$ cat src/rtl/rpc_pkg.sv
package rpc_pkg;
  typedef enum logic [1:0] {
    MODE_RUN  = 2'd0,
    MODE_IDLE = 2'd1,
    MODE_DOWN = 2'd2
  } pwr_mode_e;

  typedef struct packed {
    logic down;
    logic idle;
  } pctl_t;

  function automatic pwr_mode_e mode_of(pctl_t p);
    if (p.down) return MODE_DOWN;
    if (p.idle) return MODE_IDLE;
    return MODE_RUN;
  endfunction
endpackage

$ cat src/rtl/rpc_rst_qual.sv
module rpc_rst_qual #(
  parameter int SYNC_STAGES = 2,
  parameter int QUAL_CLKS   = 24
) (
  input  logic clk,
  input  logic rst,
  input  logic pin_i,
  output logic qual_o
);
  localparam int CW = $clog2(QUAL_CLKS + 1);
  localparam logic [CW-1:0] FULL = CW'(QUAL_CLKS);

  logic [SYNC_STAGES-1:0] sq;
  logic [CW-1:0]          cnt_q;
  logic                   lvl;

  for (genvar g = 0; g < SYNC_STAGES; g++) begin : g_sync
    if (g == 0) begin : g_first
      always_ff @(posedge clk) begin
        if (rst) sq[0] <= 1'b0;
        else     sq[0] <= pin_i;
      end
    end else begin : g_next
      always_ff @(posedge clk) begin
        if (rst) sq[g] <= 1'b0;
        else     sq[g] <= sq[g-1];
      end
    end
  end

  assign lvl = sq[SYNC_STAGES-1];

  always_ff @(posedge clk) begin
    if (rst || !lvl)      cnt_q <= '0;
    else if (cnt_q != FULL) cnt_q <= cnt_q + 1'b1;
  end

  assign qual_o = (cnt_q == FULL);

  // acceptance only arrives from a count one short of full, with input still high
  assert_qual_window_R1: assert property (@(posedge clk) disable iff (rst)
    $rose(qual_o) |-> ($past(cnt_q) == CW'(QUAL_CLKS - 1)) && $past(lvl));
endmodule

$ cat src/rtl/rpc_wdt_stretch.sv
module rpc_wdt_stretch #(
  parameter int WDT_LEN = 96
) (
  input  logic clk,
  input  logic rst,
  input  logic req_i,
  output logic drive_o
);
  localparam int WW = $clog2(WDT_LEN + 1);

  logic [WW-1:0] left_q;

  always_ff @(posedge clk) begin
    if (rst) begin
      left_q  <= '0;
      drive_o <= 1'b0;
    end else if (req_i && !drive_o) begin
      left_q  <= WW'(WDT_LEN);
      drive_o <= 1'b1;
    end else if (left_q != '0) begin
      left_q  <= left_q - 1'b1;
      drive_o <= (left_q > WW'(1));
    end
  end

  logic [WW:0] hi_cnt;
  always_ff @(posedge clk) begin
    if (rst || !drive_o) hi_cnt <= '0;
    else                 hi_cnt <= hi_cnt + 1'b1;
  end

  // every drive pulse lasts exactly WDT_LEN clocks
  assert_pulse_len_R3: assert property (@(posedge clk) disable iff (rst)
    $fell(drive_o) |-> (hi_cnt == (WW+1)'(WDT_LEN)));
  assert_no_overrun_R3: assert property (@(posedge clk) disable iff (rst)
    drive_o |-> (hi_cnt < (WW+1)'(WDT_LEN)));
endmodule

$ cat src/rtl/rpc_pmode.sv
module rpc_pmode
  import rpc_pkg::*;
(
  input  logic       clk,
  input  logic       rst,
  input  logic       clr_i,
  input  logic       wr_i,
  input  logic [1:0] wdata_i,
  input  logic       irq_i,
  input  logic       wake_i,
  output pctl_t      pctl_o,
  output logic       cpu_en_o,
  output logic       per_en_o,
  output logic       vec_o
);
  pctl_t     nxt;
  logic      wake_ev;
  pwr_mode_e cur;

  assign cur = mode_of(pctl_o);

  always_comb begin
    nxt     = pctl_o;
    wake_ev = 1'b0;
    if (clr_i) begin
      nxt = '0;
    end else begin
      unique case (cur)
        MODE_RUN:  if (wr_i) nxt = pctl_t'(wdata_i);
        MODE_IDLE: if (irq_i) begin nxt = '0; wake_ev = 1'b1; end
        MODE_DOWN: if (wake_i) begin nxt = '0; wake_ev = 1'b1; end
        default:   nxt = '0;
      endcase
    end
  end

  always_ff @(posedge clk) begin
    if (rst) begin
      pctl_o   <= '0;
      cpu_en_o <= 1'b1;
      per_en_o <= 1'b1;
      vec_o    <= 1'b0;
    end else begin
      pctl_o   <= nxt;
      cpu_en_o <= !(nxt.idle || nxt.down);
      per_en_o <= !nxt.down;
      vec_o    <= wake_ev;
    end
  end

  // power-down stops both clocks
  assert_down_gates_R6: assert property (@(posedge clk) disable iff (rst)
    pctl_o.down |-> (!cpu_en_o && !per_en_o));
  // interrupt in idle restores the core clock and requests a vector
  assert_idle_exit_R7: assert property (@(posedge clk) disable iff (rst)
    (!pctl_o.down && pctl_o.idle && irq_i && !clr_i) |=> (cpu_en_o && vec_o && !pctl_o.idle));
  // power-down holds unless woken
  assert_down_hold_R8: assert property (@(posedge clk) disable iff (rst)
    (pctl_o.down && !wake_i && !clr_i) |=> pctl_o.down);
  // accepted reset clears both control bits
  assert_reset_clears_R9: assert property (@(posedge clk) disable iff (rst)
    clr_i |=> (pctl_o == '0) && cpu_en_o && per_en_o);
endmodule

$ cat src/rtl/rst_pwr_ctrl.sv
module rst_pwr_ctrl
  import rpc_pkg::*;
#(
  parameter int SYNC_STAGES = 2,
  parameter int QUAL_CLKS   = 24,
  parameter int WDT_LEN     = 96
) (
  input  logic       clk,
  input  logic       rst,
  input  logic       rst_pin_in,
  input  logic       wdt_req,
  input  logic       pcon_wr,
  input  logic [1:0] pcon_wdata,
  input  logic       irq_pend,
  input  logic       wake_ext,
  output logic       sys_rst,
  output logic       rst_drive,
  output logic       cpu_clk_en,
  output logic       per_clk_en,
  output logic [1:0] pcon_q,
  output logic       irq_vec_req
);
  logic  pin_ok;
  logic  acc_now;
  logic  acc_d;
  pctl_t pctl;

  rpc_rst_qual #(
    .SYNC_STAGES(SYNC_STAGES),
    .QUAL_CLKS  (QUAL_CLKS)
  ) u_qual (
    .clk   (clk),
    .rst   (rst),
    .pin_i (rst_pin_in),
    .qual_o(pin_ok)
  );

  rpc_wdt_stretch #(
    .WDT_LEN(WDT_LEN)
  ) u_wdt (
    .clk    (clk),
    .rst    (rst),
    .req_i  (wdt_req),
    .drive_o(rst_drive)
  );

  assign acc_now = pin_ok || rst_drive;

  always_ff @(posedge clk) begin
    if (rst) begin
      acc_d   <= 1'b0;
      sys_rst <= 1'b0;
    end else begin
      acc_d   <= acc_now;
      sys_rst <= acc_now || acc_d;
    end
  end

  rpc_pmode u_pmode (
    .clk     (clk),
    .rst     (rst),
    .clr_i   (acc_now),
    .wr_i    (pcon_wr),
    .wdata_i (pcon_wdata),
    .irq_i   (irq_pend),
    .wake_i  (wake_ext),
    .pctl_o  (pctl),
    .cpu_en_o(cpu_clk_en),
    .per_en_o(per_clk_en),
    .vec_o   (irq_vec_req)
  );

  assign pcon_q = pctl;

  // system reset outlasts the accepted request by one clock
  assert_rst_tail_R2: assert property (@(posedge clk) disable iff (rst)
    $fell(acc_now) |=> sys_rst);
  // system reset follows the watchdog drive
  assert_wdt_sysrst_R4: assert property (@(posedge clk) disable iff (rst)
    $rose(rst_drive) |=> sys_rst);
endmodule

$ cat config.mk
export PLATFORM = sky130hd
export DESIGN_NAME = rst_pwr_ctrl
export DESIGN_NICKNAME = d
export VERILOG_FILES = /design/src/rtl/rpc_pkg.sv /design/src/rtl/rpc_rst_qual.sv /design/src/rtl/rpc_wdt_stretch.sv /design/src/rtl/rpc_pmode.sv /design/src/rtl/rst_pwr_ctrl.sv
export SDC_FILE = /design/constraint.sdc
export NUM_CORES = 1
export LEC_CHECK = 0
export BUFFER_PORTS_ARGS = -buffer_cell sky130_fd_sc_hd__buf_4
export CAP_MARGIN = 10
export CORE_UTILIZATION = 57
export DETAILED_ROUTE_END_ITERATION = 10
export PLACE_DENSITY = 0.8
export SLEW_MARGIN = 20
export SYNTH_ARGS = -nofsm -noshare
export SYNTH_HDL_FRONTEND = slang
export SYNTH_SLANG_ARGS = --single-unit
export TNS_END_PERCENT = 50
$ cat constraint.sdc
create_clock -name clk -period 3.2 [get_ports clk]
set_input_delay 0.32 -clock clk [delete_from_list [all_inputs] [get_ports clk]]
set_output_delay 0.32 -clock clk [all_outputs]
set_load 0.01 [all_outputs]
==> results of run 1 <==
-- placed cells by master, fill, tap and decap left out, types with 2 or more instances in the layout --
cell                       instances
sky130_fd_sc_hd__nor4_1            4
sky130_fd_sc_hd__nor2_1           10
sky130_fd_sc_hd__nand3_1           2
sky130_fd_sc_hd__xor2_1            2
sky130_fd_sc_hd__nor3b_1           2
sky130_fd_sc_hd__nor3_1            3
sky130_fd_sc_hd__nor2b_1           5
sky130_fd_sc_hd__clkbuf_4          3
sky130_fd_sc_hd__a21boi_0          2
sky130_fd_sc_hd__inv_1             5
sky130_fd_sc_hd__xnor2_1           5
sky130_fd_sc_hd__buf_4            15
sky130_fd_sc_hd__o21ai_0           2
sky130_fd_sc_hd__dfxtp_1          22
sky130_fd_sc_hd__nand2_1           3
sky130_fd_sc_hd__a31oi_1           2
sky130_fd_sc_hd__nor3_4            2
sky130_fd_sc_hd__a21oi_1           2
sky130_fd_sc_hd__ha_1              5
-- power groups by stage --
stage | registers (uW) | clock network (uW) | logic, uW
2_1_floorplan | 395 | 0 | 294
3_3_place_gp | 408 | 0 | 350
3_5_place_dp | 407 | 0 | 359
4_1_cts | 401 | 223 | 362
5_1_grt | 411 | 228 | 401
6_report | 402 | 213 | 361
-- worst paths after layout --
path	from	endpoint	slack (ns)	cells past startpoint
max	u_wdt.left_q[1]$_SDFFE_PP0P_	u_wdt.left_q[1]$_SDFFE_PP0P_	1.68	5
max reg2reg	u_wdt.left_q[1]$_SDFFE_PP0P_	u_wdt.left_q[1]$_SDFFE_PP0P_	1.68	5
min	rst_pin_in	u_qual.sq[0]$_SDFF_PP0_	0.22	2
min reg2reg	u_qual.sq[0]$_SDFF_PP0_	u_qual.lvl$_SDFF_PP0_	0.45	1
-- worst register-to-register path, delay by kind of cell, from the launching register on --
kind                       cells  cell delay [ns]
adders and majority gates      1             0.24
DFF                            1             0.36
buffers and inverters          1             0.14
and+or+nand+nor                1             0.26
AOI/OAI and AO/OA              2             0.43
-- layer usage --
metal	up-vias	global-route usage
li1	398	-
met1	352	0.267
met2	15	0.297
met3	4	0.0480
met4	0	0.109
met5	-	0
-- metrics by stage --
| stage | hold slack (ns) | utilization |
|---|---|---|
| 5_1_grt | 0.255 | 0.704 |
| 2_1_floorplan | 0.396 | - |
| 4_1_cts | 0.207 | 0.704 |
| 6_report | 0.220 | 0.704 |
| 3_3_place_gp | 0.428 | 0.673 |
| 3_5_place_dp | 0.430 | 0.673 |
-- area by class of cell --
class	instances	area, sq um	share of cell area
well taps	25	31.3	0.0257
flip-flops and latches	22	440	0.363
multi-input cells	73	559	0.460
inverters	5	18.8	0.0154
repair buffers	15	113	0.0927
clock buffers	3	22.5	0.0185
clock inverters	1	30.0	0.0247
-- flip-flops by register name (all words and copies together), names as in the netlist --
register          flops
u_qual.lvl            1
acc_d                 1
sys_rst               1
u_qual.cnt_q          5
u_pmode.vec_o         1
u_pmode.pctl_o        2
u_pmode.cpu_en_o      1
u_pmode.per_en_o      1
u_wdt.left_q          7
u_qual.sq             1
u_wdt.drive_o         1
-- kinds of logic after synthesis --
group,synth area share
AO/OA/AOI/OAI,0.114
XOR/XNOR,0.0588
adder cells (fa/ha/maj),0.0600
buffers and inverters,0.0408
flip-flops,0.423
multiplexers,0.00960
AND/OR/NAND/NOR,0.294
==> Implementation_results.wiki, run 1 <==
{| class="wikitable"
! Metric !! Value
|-
| Top Ports || 16
|-
| Max-Cap Viols || 0
|-
| Number of buffers and inverters on the critical path || 1
|-
| Actual transition at the worst max-transition pin || ~0.65 ns
|-
| Status || completed
|-
| Iteration-0 DRC count of the detailed router || 8
|-
| Final layout net count || roughly 130
|-
| Core region area || 1730 sq um
|-
| CTS tree || yes
|-
| Total clock sinks || 22
|-
| Clock insertion delay at the later pin of the skew report || about 0.31 ns
|-
| Switching portion of total power || 0.342
|-
| CP peak stage delay || around 0.36 ns
|-
| Half-perimeter wire length after detailed placement || about 1300 um
|-
| Die ar. || between 2000 and 2500 sq um
|-
| Post-detailed-routing wire length || ~1700 um
|-
| Class of the tightest hold or removal check || in2reg
|-
| Total routing resource utilization after global routing || 0.199
|-
| Max-slew headroom || 0.566
|-
| Residual overflow from global routing || 0
|-
| Top cell type's share of synthesized area || 0.423
|-
| Clk slew on worst S/H paths || ~0.11 ns
|-
| Proportion of synthesized chip area in sequential cells || 0.423
|-
| Worst-case clock buffer depth || 2
|-
| Met3 wire len || a little over 50 um
|-
| Setup repair after global routing missed its margin || no
|-
| Data required time at the worst endpoint || 3.42 ns
|-
| Final clock period utilization by the worst path || 0.476
|-
| Total of buffers placed on input and output ports || 15
|-
| Post-placement cell area || about 1200 sq um
|-
| Final worst slack || 1.68 ns
|-
| # resized after CTS || 0
|-
| Remaining antenna violation count after routing || 0
|-
| Hold violation count in the final report || 0
|-
| Detailed-route DRC error count || 0
|-
| Clock period minus worst slack || about 1.5 ns
|-
| Proportion of register bits with asynchronous set or reset after synthesis || 0
|-
| Relative contribution of the clock network to total power || 0.218
|-
| Die height || about 45 um
|-
| Leak pwr || 0.000469 uW
|-
| Routed wire per std cell || 12.1 um
|-
| Final sum of negative setup slack || 0 ns
|-
| Number of global-route vias before repair || 659
|-
| Placed Cells || 140
|-
| Post-placement setup slack || between 1.5 and 2 ns
|-
| # H-tree levels || 1
|-
| Number of CTS-inserted buffers || 3
|-
| Critical Path, Cell by Cell || inv_1 -> ha_1 -> nor3b_2 -> a21boi_1 -> a2111oi_2
|-
| Combinational fraction of design power || 0.370
|-
| Number of warning messages in the yosys log || 0
|-
| Initial DRT Pass Iterations || 4
|-
| Number of vias in the routed layout || approximately 770
|-
| Kind of cell with the highest combined delay on the critical path || compound AO/OA/AOI/OAI gates
|-
| Number of antenna violations at the first check in global routing || 0
|-
| Highest ir drop seen on vdd || between 500 and 600 uV
|-
| Number of nets produced by synthesis || ~120
|-
| Critical-path cell with the highest stage delay || sky130_fd_sc_hd__dfxtp_1
|-
| Critical Path Sink Type || flip-flop
|-
| Filler instances || about 150
|-
| Finished Layout Cells || roughly 140
|-
| Number of setup violations in the final report || 0
|-
| DRT met1 WL || between 800 and 900 um
|-
| Total met2 wirelength after detailed routing || about 760 um
|-
| Maximum number of pins on one net before global-route repair || 14
|-
| Power density of the placed cells || 804 nW/um^2
|-
| Number of unique standard cell types used by synthesis || 42
|-
| Switching power || 334 uW
|-
| Post-cts hold buffer count || 0
|-
| Clk Tree Root Cell || sky130_fd_sc_hd__clkbuf_4
|-
| Final Slew Violations || 0
|-
| Synth Cell Area || roughly 1000 sq um
|-
| Routed vias/inst || about 5.3
|-
| Crit path DAT || 1.74 ns
|-
| Synth top area cells || sky130_fd_sc_hd__dfxtp_1 (42%), sky130_fd_sc_hd__ha_1 (6.0%), sky130_fd_sc_hd__xnor2_1 (4.2%)
|-
| Power Total || approximately 1000 uW
|-
| Max Clk Rate || 0.657 GHz
|-
| Avg Inst Size Synth || 10.0 sq um
|-
| Final weighted congestion in routability-driven placement || around 0.75
|-
| Number of placement rows || 15
|-
| Post-synth EDFFs || 0
|-
| Final instance area || approximately 1200 sq um
|-
| Max Clock Skew || 0.00826 ns
|-
| Ant. Diodes || 0
|-
| Ys flop type || sky130_fd_sc_hd__dfxtp_1
|-
| Critical path launch point type || flip-flop
|-
| Crit Path Category || reg2reg
|-
| Flop and latch count out of synthesis || 22
|-
| Largest area contributor in the synthesized netlist || sky130_fd_sc_hd__dfxtp_1
|-
| Internal cell power || 643 uW
|-
| Starting utilization of the core area || 0.604
|-
| Top layer used by detailed routing || met4
|-
| X dimension of the die || about 45 um
|-
| Count leader, synth || sky130_fd_sc_hd__dfxtp_1
|-
| Power share of the sequential group || 0.412
|-
| Crit path max fanout || 5
|-
| Share of cells above drive strength 1 || 0.227
|-
| Layout area overhead || 16.6%
|-
| Wire length of the first global-routing pass || between 2000 and 3000 um
|-
| Number of buffers inserted to repair setup after CTS || 0
|-
| Number of standard cells after synthesis || approximately 100
|-
| Leading cell types by count after synthesis || sky130_fd_sc_hd__dfxtp_1 (22), sky130_fd_sc_hd__nor2_1 (10)
|}
Note: power is estimated with default switching activity, not from simulation.
==> run 2, diff against run 1 <==
- CORE_UTILIZATION: 57 -> 54
- PLACE_DENSITY: 0.8 -> 0.76
- clock period: 3.2 -> 1.5 ns (I/O delays scaled with it)
==> Implementation_results.wiki, run 2 (same netlist as run 1, synthesis figures left out) <==
{| class="wikitable"
! Metric !! Value
|-
| Max Clock Skew || 0.00369 ns (-0.00457 ns)
|-
| Crit path DAT || 1.64 ns (-0.10 ns)
|-
| Leading cell type in the layout, fill and taps excluded || sky130_fd_sc_hd__dfxtp_1
|-
| Switching portion of total power || 0.341 (-0.000546)
|-
| Total clock sinks || 22 (unchanged)
|-
| Max-slew headroom || 0.766 (+0.200)
|-
| Routed vias/inst || 5.39 (+0.99%)
|-
| Power density of the placed cells || 1730 nW/um^2 (+110%)
|-
| R2R Setup Slk || 0.07 ns (-1.60 ns)
|-
| Number of antenna violations at the first check in global routing || 0 (unchanged)
|-
| Residual overflow from global routing || 0 (unchanged)
|-
| Top Ports || 16 (unchanged)
|-
| Routed wire per std cell || 12.7 um (+4.9%)
|-
| Final weighted congestion in routability-driven placement || 0.852 (+14%)
|-
| Highest ir drop seen on vdd || 1190 uV (+140%)
|-
| Share of cells above drive strength 1 || 0.292 (+0.0648)
|-
| X dimension of the die || 45.9 um (+2.6%)
|-
| Die ar. || 2110 sq um (+5.3%)
|-
| Ant. Diodes || 0 (unchanged)
|-
| Setup repair after global routing missed its margin || yes
|-
| Power share of the sequential group || 0.408 (-0.004)
|-
| Number of vias in the routed layout || 782 (+1.7%)
|-
| Number of placement rows || 15 (unchanged)
|-
| Final instance area || 1240 sq um (+2.2%)
|-
| Final Slew Violations || 0 (unchanged)
|-
| Final layout net count || 135 (+0.75%)
|-
| Worst-case clock buffer depth || 2 (unchanged)
|-
| Clock period minus worst slack || 1.43 ns (-0.0969 ns)
|-
| Critical Path, Cell by Cell || inv_1 -> ha_2 -> nor3b_4 -> a21boi_1 -> a2111oi_2
|-
| Initial DRT Pass Iterations || 4 (unchanged)
|-
| Worst-case hold slack || 0.0623 ns (-0.158 ns)
|-
| Number of global-route vias before repair || 761 (+15%)
|-
| Relative contribution of the clock network to total power || 0.210 (-0.008)
|-
| Most frequent cells in the layout || sky130_fd_sc_hd__dfxtp_1 (19), sky130_fd_sc_hd__buf_4 (16), sky130_fd_sc_hd__nor2_1 (10)
|-
| Actual transition at the worst max-transition pin || 0.350 ns (-0.299 ns)
|-
| Die height || 45.9 um (+2.6%)
|-
| Number of setup violations in the final report || 0 (unchanged)
|-
| Max Clk Rate || 0.702 GHz (+6.8%)
|-
| Wire length of the first global-routing pass || 3150 um (+11%)
|-
| Clk Tree Root Cell || sky130_fd_sc_hd__clkbuf_4
|-
| Detailed-route DRC error count || 0 (unchanged)
|-
| Iteration-0 DRC count of the detailed router || 13 (+5)
|-
| CP peak stage delay || 0.36 ns (about the same)
|-
| Power Total || 2140 uW (+120%)
|-
| Leak pwr || 0.000477 uW (+1.7%)
|-
| Register with the highest flop count || u_wdt.left_q
|-
| Number of buffers inserted to repair setup after CTS || 0 (unchanged)
|-
| Critical path launch point type || flip-flop
|-
| Filler instances || 160 (+9.6%)
|-
| Number of CTS-inserted buffers || 3 (unchanged)
|-
| Post-placement cell area || 1170 sq um (+0.65%)
|-
| Crit path max fanout || 5 (unchanged)
|-
| Hold violation count in the final report || 0 (unchanged)
|-
| Core region area || 1760 sq um (+2.2%)
|-
| Max-Cap Viols || 0 (unchanged)
|-
| Clock insertion delay at the later pin of the skew report || 0.30 ns (about the same)
|-
| Clk slew on worst S/H paths || 0.13 ns (+0.02 ns)
|-
| Post-detailed-routing wire length || 1850 um (+5.6%)
|-
| Layout area overhead || 19.1%
|-
| # H-tree levels || 1 (unchanged)
|-
| Total of buffers placed on input and output ports || 15 (unchanged)
|-
| Crit Path Category || reg2reg
|-
| Maximum number of pins on one net before global-route repair || 14 (unchanged)
|-
| Final clock period utilization by the worst path || 0.950 (+0.475)
|-
| Internal cell power || 1410 uW (+120%)
|-
| Data required time at the worst endpoint || 1.71 ns (-1.71 ns)
|-
| Remaining antenna violation count after routing || 0 (unchanged)
|-
| Starting utilization of the core area || 0.591 (-0.0128)
|-
| Switching power || 731 uW (+120%)
|-
| Status || completed
|-
| Total routing resource utilization after global routing || 0.210 (+0.0108)
|-
| Half-perimeter wire length after detailed placement || 1360 um (+8.1%)
|-
| Combinational fraction of design power || 0.382 (+0.012)
|-
| Critical-path cell with the highest stage delay || sky130_fd_sc_hd__dfxtp_2
|-
| Critical Path Sink Type || flip-flop
|-
| CTS tree || yes
|-
| Biggest regs || u_wdt.left_q: 7 flops, u_qual.cnt_q: 5 flops, u_pmode.pctl_o: 2 flops
|-
| Class of the tightest hold or removal check || in2reg
|-
| Max reg flops || 7 (unchanged)
|}
[run 2: path summary, 6_finish.rpt]
path                                      from  depth (start not counted)                      endpoint
setup / recovery  u_wdt.left_q[0]$_SDFFE_PP0P_                          5  u_wdt.left_q[1]$_SDFFE_PP0P_
setup reg to reg  u_wdt.left_q[0]$_SDFFE_PP0P_                          5  u_wdt.left_q[1]$_SDFFE_PP0P_
hold reg to reg        u_qual.sq[0]$_SDFF_PP0_                          1         u_qual.lvl$_SDFF_PP0_
hold / removal                      rst_pin_in                          2       u_qual.sq[0]$_SDFF_PP0_
[run 2: what timing repair did]
action | in CTS | in global routing
pin swaps | 0 | 1
hold buffers | 0 | 0
endpoints found under the hold margin | 0 | 0
gates resized for setup | 1 | 8
endpoints found under the setup margin | 1 | 7
[run 2: worst max-delay path, delay by kind of cell, from the launching register on]
family / cells / cell delay (ns)
compound gates: 2 / 0.41
fa+ha+maj: 1 / 0.23
flops: 1 / 0.36
simple gates: 1 / 0.22
buf+inv: 1 / 0.11
[run 2: power groups by stage]
stage               Combinational (uW)  Sequential, uW  Clock [uW]
finish                             820             874         450
global route                       930             893         488
CTS                                807             864         460
detailed placement                 781             868           0
global placement                   758             869           0
floorplan                          628             843           0
[run 2: layout make-up]
class / instances / area [sq um] / area share
clock buffer: 3 / 22.5 / 0.0181
clock inverter: 1 / 30.0 / 0.0242
inverter: 5 / 18.8 / 0.0151
multi-input combinational: 73 / 574 / 0.463
sequential: 22 / 444 / 0.358
tap: 25 / 31.3 / 0.0252
timing repair buffer: 16 / 120 / 0.0968
[run 2: per-layer routing]
layer	up-vias	GRT usage	routed length, um
li1	401	-	-
met1	361	0.263	908
met2	18	0.352	879
met3	2	0.0357	45
met4	0	0.0882	14
met5	-	0	0
[run 2: metrics by stage]
stage	util	setup WS (ns)	TNS [ns]	cells
2_1_floorplan	-	0.173	0	104
3_3_place_gp	0.663	0.0762	0	141
3_5_place_dp	0.663	0.0235	0	141
4_1_cts	0.696	0.00454	0	145
5_1_grt	0.704	-0.0193	-0.0296	145
6_report	0.704	0.0747	0	145
